[src/rtl/sha2_sched_expand.sv]
module sha2_sched_expand #(
  parameter int LW = 8
) (
  input  logic          clk,
  input  logic          rst_n,
  input  logic          start,
  input  logic          wide_en,
  input  logic [1:0]    sew,
  input  logic [LW-1:0] vl,
  input  logic [LW-1:0] vstart,
  input  logic          overlap,
  input  logic [255:0]  vd_grp,
  input  logic [255:0]  vs2_grp,
  input  logic [255:0]  vs1_grp,
  output logic [255:0]  res,
  output logic          res_vld,
  output logic [LW-3:0] res_grp,
  output logic          done,
  output logic          illegal
);
  localparam int GW = LW - 2;

  function automatic logic [63:0] fit(input logic m64, input logic [63:0] x);
    return m64 ? x : {32'b0, x[31:0]};
  endfunction

  function automatic logic [63:0] sig0(input logic m64, input logic [63:0] x);
    if (m64) return {x[0], x[63:1]} ^ {x[7:0], x[63:8]} ^ (x >> 7);
    return {32'b0, {x[6:0], x[31:7]} ^ {x[17:0], x[31:18]} ^ (x[31:0] >> 3)};
  endfunction

  function automatic logic [63:0] sig1(input logic m64, input logic [63:0] x);
    if (m64) return {x[18:0], x[63:19]} ^ {x[60:0], x[63:61]} ^ (x >> 6);
    return {32'b0, {x[16:0], x[31:17]} ^ {x[18:0], x[31:19]} ^ (x[31:0] >> 10)};
  endfunction

  logic          busy, m64_q;
  logic [GW-1:0] cur, end_q;

  wire          m_now  = start ? (sew == 2'd1) : m64_q;
  wire          ok     = (vl[1:0] == 2'b00) && (vstart[1:0] == 2'b00) && !overlap &&
                         ((sew == 2'd0) || ((sew == 2'd1) && wide_en));
  wire [GW-1:0] first  = vstart[LW-1:2];
  wire [GW-1:0] endg   = vl[LW-1:2];
  wire          nonemp = first < endg;
  wire [GW-1:0] g_now  = start ? first : cur;
  wire [GW-1:0] e_now  = start ? endg : end_q;
  wire [GW:0]   g_inc  = {1'b0, g_now} + 1'b1;
  wire          last   = (g_inc == {1'b0, e_now});
  wire          proc   = start ? (ok && nonemp) : busy;

  logic [63:0] w0, w1, w2, w3, w4, w9, w10, w11, w12, w13, w14, w15;
  logic [63:0] w16, w17, w18, w19;

  always_comb begin
    w0  = fit(m_now, vd_grp[63:0]);    w1  = fit(m_now, vd_grp[127:64]);
    w2  = fit(m_now, vd_grp[191:128]); w3  = fit(m_now, vd_grp[255:192]);
    w4  = fit(m_now, vs2_grp[63:0]);   w9  = fit(m_now, vs2_grp[127:64]);
    w10 = fit(m_now, vs2_grp[191:128]); w11 = fit(m_now, vs2_grp[255:192]);
    w12 = fit(m_now, vs1_grp[63:0]);   w13 = fit(m_now, vs1_grp[127:64]);
    w14 = fit(m_now, vs1_grp[191:128]); w15 = fit(m_now, vs1_grp[255:192]);
    w16 = fit(m_now, sig1(m_now, w14) + w9  + sig0(m_now, w1) + w0);
    w17 = fit(m_now, sig1(m_now, w15) + w10 + sig0(m_now, w2) + w1);
    w18 = fit(m_now, sig1(m_now, w16) + w11 + sig0(m_now, w3) + w2);
    w19 = fit(m_now, sig1(m_now, w17) + w12 + sig0(m_now, w4) + w3);
  end

  always_ff @(posedge clk or negedge rst_n) begin
    if (!rst_n) begin
      res     <= '0;
      res_vld <= 1'b0;
      res_grp <= '0;
      done    <= 1'b0;
      illegal <= 1'b0;
      busy    <= 1'b0;
      m64_q   <= 1'b0;
      cur     <= '0;
      end_q   <= '0;
    end else begin
      res_vld <= proc;
      illegal <= start && !ok;
      done    <= start ? (!ok || !nonemp || last) : (busy && last);
      if (start) begin
        m64_q <= (sew == 2'd1);
        end_q <= endg;
      end
      if (proc) begin
        res     <= {w19, w18, w17, w16};
        res_grp <= g_now;
        cur     <= g_inc[GW-1:0];
        busy    <= !last;
      end else if (start) begin
        busy <= 1'b0;
      end
    end
  end
endmodule

[config.mk]
export PLATFORM = sky130hd
export DESIGN_NAME = sha2_sched_expand
export DESIGN_NICKNAME = d
export VERILOG_FILES = /design/src/rtl/sha2_sched_expand.sv
export SDC_FILE = /design/constraint.sdc
export NUM_CORES = 2
export LEC_CHECK = 0
export ABC_AREA = 1
export BUFFER_PORTS_ARGS = -buffer_cell sky130_fd_sc_hd__buf_4
export CORE_AREA = 2 2 415 417
export CTS_CLUSTER_SIZE = 24
export DETAILED_ROUTE_END_ITERATION = 8
export DIE_AREA = 0 0 417 419
export GPL_TIMING_DRIVEN = 0
export HOLD_SLACK_MARGIN = 0.03
export PLACE_DENSITY = 0.64
export SLEW_MARGIN = 10
export SYNTH_ARGS = -nofsm -noshare
export SYNTH_HDL_FRONTEND = slang
export SYNTH_SLANG_ARGS = --single-unit
[constraint.sdc]
create_clock -name clk -period 8.05 [get_ports clk]
set_input_delay 1.61 -clock clk [delete_from_list [all_inputs] [get_ports clk]]
set_output_delay 1.61 -clock clk [all_outputs]
set_load 0.01 [all_outputs]
---- Word-level counts from Yosys, hierarchy flattened ----
Cells that the tools add are included.
word-level totals
  logic and storage cells ................. 114
  bits in registers ....................... 279
  input bits .............................. 791
operators by class
  multiplexer cells ....................... 39
  add/subtract/negate cells ............... 13
  order comparisons ....................... 1
  bitwise gates (word level) .............. 32
  reductions and logical operators ........ 18
  equality and inequality tests ........... 2
operator list
  operator                                                          number
  64-bit 2-to-1 mux                                                 31
  64-bit adder                                                      12
  64-bit bitwise XOR                                                8
  32-bit bitwise XOR                                                8
  64-bit by 57-bit bitwise XOR with 64-bit output                   4
  64-bit by 58-bit bitwise XOR with 64-bit output                   4
  32-bit by 22-bit bitwise XOR with 32-bit output                   4
  32-bit by 29-bit bitwise XOR with 32-bit output                   4
  6-bit 2-to-1 mux                                                  2
  6-bit by 1-bit adder with 7-bit output (second input constant)    1
  7-bit by 6-bit == test with 1-bit output                          1
  1-bit logical AND                                                 7
  2-bit zero test                                                   3
  6-bit less-than comparator                                        1
  1-bit 2-to-1 mux                                                  6
  1-bit zero test                                                   4
  1-bit logical OR                                                  3
  2-bit by 1-bit == test with 1-bit output (second input constant)  1
  2-bit nonzero test                                                1

---- Depth between registers and ports, before layout ----
  word-level depth ........................ 19
  depth in mapped cells ................... 56
  mapped depth without buffers ............ 52

---- Least setup slack after synthesis ----
Ideal clock, no wire load.
  path kind ............................... input port to flip-flop
  from .................................... input start
  to ...................................... register res[181]
  arrival ................................. 8.919 ns
  setup slack ............................. -0.986 ns
  stages on the path ...................... 48
  data required time ...................... 7.933 ns
  path through ............................ buf_2 > o21ai_0 > buf_2 > inv_1 > buf_2 > clkbuf_1 > clkbuf_1 > o22ai_1 > fa_1 > inv_1 > fa_1 > inv_1 > ha_1 > inv_1 > fa_1 > inv_1 > nand3_1 > nand2_1 > [... 12 more ...] > fa_1 > inv_1 > fa_1 > inv_1 > ha_1 > nand3_1 > nand2_1 > a21oi_1 > o21ai_0 > a21boi_0 > o21ai_0 > nand2_1 > nand2_1 > nand3_1 > nand2_1 > nand2_1 > nand3_1 > nand2_1
on the way
  word-level cells in the longest chain between the ends .. 18
  elaborated cells on any way between the ends .. 36
  those cells by class .................... add/sub (6); mux (20); bitwise (10)
ends and longest elaborated chain
  element                                          line  source
  from (decl)                                      6     input logic start,
  1-bit 2-to-1 mux                                 -
  64-bit 2-to-1 mux                                24    return m64 ? x : {32'b0, x[31:0]};
  64-bit bitwise XOR                               33    if (m64) return {x[18:0], x[63:19]} ^ {x[60:0], x[63:61]} ^ (x >> 6);
  64-bit by 58-bit bitwise XOR with 64-bit output  33
  64-bit 2-to-1 mux                                33
  64-bit 2-to-1 mux                                34    return {32'b0, {x[16:0], x[31:17]} ^ {x[18:0], x[31:19]} ^ (x[31:0] >> 10)};
  64-bit adder (3 in a row)                        62    w16 = fit(m_now, sig1(m_now, w14) + w9 + sig0(m_now, w1) + w0);
  64-bit 2-to-1 mux                                24
  64-bit bitwise XOR                               33
  64-bit by 58-bit bitwise XOR with 64-bit output  33
  64-bit 2-to-1 mux                                33
  64-bit 2-to-1 mux                                34
  64-bit adder (3 in a row)                        64    w18 = fit(m_now, sig1(m_now, w16) + w11 + sig0(m_now, w3) + w2);
  64-bit 2-to-1 mux                                24
  to (signal assigned)                             88    res <= {w19, w18, w17, w16};
  to (decl)                                        15    output logic [255:0] res,
Parallel ways exist; a longest one is shown, timed or not. The select of a mux whose other input is x is not followed.
A chain may end at the register's enable or synchronous reset.

---- Worst setup path in the final report ----
  from .................................... input start
  to ...................................... register res[185]
The elaborated chain is that of the path after synthesis.

==> results.json <==
{
  "path_max_fanout": 7,
  "setup_tns_ns": -70.15,
  "rr_worst_depth": 43,
  "fp.dieW_um": 417,
  "cts_inserted_buffers": 34,
  "endpoint_kind": "register",
  "grt_pass1_vias": 69301,
  "synth_top_area_share_pct": 16.70,
  "cts_tree": "done",
  "holdPathStages": 2,
  "yosys.cell_types.count": 64,
  "antenna_found_initial": 108,
  "syn_to_final_growth_pct": 46.56,
  "wl_per_cell_um": 34.72,
  "slowest_stage": "fa_2",
  "worst_slew_pin_slew_ns": 1.492,
  "grt_pass1_wl_um": 583700,
  "arrival_ns": 9.57,
  "fill_cells": 17041,
  "rows": 152,
  "slew_viol_final": 1,
  "yosys-top-cells-area": "fa_1, nand2_1, dfrtp_1",
  "ys_ff_latch": 279,
  "grt_overflow_total": 0,
  "htree_levels": 2,
  "skew_ns": 0.02593,
  "synth_top_family_by_area": "simple AND/OR/NAND/NOR gates",
  "nets": 12186,
  "worst-setup-path-type": "in2reg",
  "grt_max_degree": 104,
  "synthMuxAreaShare_pct": 0.1325,
  "yosys.area_share.xor_xnor_pct": 16.28,
  "cts_num_sinks": 279,
  "avgSynthCellArea_um2": 6.582,
  "synth_compound_area_share_pct": 13.19,
  "setup_ws_ns": -0.9933,
  "hp-class": "reg2reg",
  "ios": 1056,
  "synthCells": 9179,
  "seq_area_frac_synth_pct": 11.56,
  "slowest_delay_ns": 0.57,
  "die_area_um2": 174700,
  "rsz0062_at_grt": "true",
  "final_core_util_pct": 51.91,
  "dp_hpwl_um": 383500,
  "ys.flop_type": "dfrtp_1",
  "cp_common_cell": "nand2_1",
  "die_y_um": 419,
  "root_buffer": "clkbuf_16",
  "hold_viol": 0,
  "core-area_um2": 170600,
  "pre_cts_slack_ns": -4.612,
  "detail_route.first_pass.iterations": 8,
  "syn-cell-area_um2": 60420,
  "max_freq_mhz": 110.6,
  "syn-num-nets": 10732,
  "violations": "max-capacitance violations, max-slew violations, negative setup slack",
  "ys_warn_count": 0,
  "antenna_left": 0,
  "period_minus_slack_ns": 9.043,
  "whs_ns": 0.4767,
  "async_reset_ff_share_pct": 100.0,
  "slew_headroom_pct": -0.5103,
  "clk_pin_slew_worst_paths_ns": 0.08,
  "insertion_delay_ns": 0.64,
  "status": "finished, violations left",
  "synth-adder-area-share_pct": 22.04,
  "io_buffers": 876,
  "maxCapViolCount": 1,
  "drt_drc_violations_left": 0,
  "drive_gt1_share_pct": 32.73,
  "cp.required_ns": 8.58,
  "period_share_pct": 112.3,
  "start_util_pct": 35.42,
  "yosys.area.top_type": "fa_1",
  "vias_per_cell": 5.697,
  "drt_iter0_drc": 9105,
  "vias": 73899,
  "gp_congestion": 1.113,
  "grtUsageTotal_pct": 49.35,
  "setup_viol": 113,
  "startpoint_type": "primary input",
  "routed_wl_um": 450300,
  "synthSimpleGateAreaFrac_pct": 24.49,
  "synth-edff-count": 0,
  "clk_path_buf_depth": 3
}
[cells in the final DEF (no fill, tap or decap), drive strengths merged, types with 48 or more instances in the layout]
cell | synthesis | layout
a21oi | 511 | 511
nand3 | 391 | 391
inv | 1643 | 1642
clkbuf | 246 | 285
dfrtp | 279 | 279
xnor2 | 440 | 440
or2 | 87 | 87
fa | 504 | 504
diode | 0 | 84
o21ai | 752 | 752
buf | 57 | 1480
nor3 | 51 | 51
nor2 | 902 | 902
xor2 | 636 | 636
ha | 258 | 258
o21bai | 48 | 48
nand2 | 2099 | 2099
[synth_stat cells (all sizes together) (27+ instances only)]
cell type / instances
a21oi: 511
nand4: 39
or2: 87
inv: 1643
nor3: 51
xnor2: 440
nand3b: 28
nand2: 2099
nand3: 391
nor2: 902
dfrtp: 279
xor2: 636
a31oi: 27
o21ai: 752
clkbuf: 246
buf: 57
fa: 504
o21bai: 48
ha: 258
a21o: 40
[critical path, delay by kind of cell]
kind                     cells  cell delay (ns)
adder cells (fa/ha/maj)      6             2.64
AND/OR/NAND/NOR             19             2.16
buffers and inverters       13             1.77
AO/OA/AOI/OAI                8             1.34
[per-layer routing]
layer	vias up	part of all wire, %	GRT usage (%)	wire, um
met5	-	0.084	0	378
met4	22	12	47.72	54100
met3	1566	11	12.36	47690
met2	5119	41	72.55	185900
met1	35922	36	58.25	162300
li1	31270	-	-	-
[repair_timing]
action | 4_1_cts | 5_1_grt
cloned | 1 | 2
setup endpoints to repair | 142 | 121
setup buffers | 280 | 243
gates resized for setup | 1722 | 1054
pin swaps | 245 | 369
hold buffers | 0 | 0
[final timing paths]
path,start,endpoint,slack (ns)
min in group asynchronous,rst_n,res[85],1.00
min reg2reg,res[244],res[244],0.48
max in group asynchronous,rst_n,res[19],5.35
min,res[244],res[244],0.48
max reg2reg,m64_q,res[185],-0.20
max,start,res[185],-0.99
[cell families after synthesis]
family / Yosys count
DFF: 279
buffers and inverters: 1953
muxes: 8
xor gates and xnor gates: 1077
adders and majority gates: 762
AOI/OAI and AO/OA: 1476
and+or+nand+nor: 3624
[layout make-up]
type                       count  area, um^2  share of cell area, %
antenna                       84       210.2                 0.2374
buffer                       303        2609                  2.946
clock buffer                  45       942.2                  1.064
clock inverter                13       155.1                 0.1752
inverter                    1650        6277                  7.089
multi-input combinational   6947       57050                  64.42
sequential                   279        6982                  7.884
tap                         2233        2794                  3.155
timing repair buffer        1418       11530                  13.03
[registers in the layout (all words and copies together) (netlist names)]
register  cells
res_grp       6
illegal       1
res         256
cur           6
res_vld       1
busy          1
m64_q         1
end_q         6
done          1
[per-stage QoR]
stage / area (um^2) / std cells
after floorplan: 61130 / 9179
after global placement: 70500 / 12288
after detailed placement: 70780 / 12305
after CTS: 82170 / 12643
after global routing: 88490 / 12948
final: 88550 / 12972
Power is left out: the tool's default activity adds up to more than one toggle a clock period on the data nets, which glitch-free logic cannot reach.
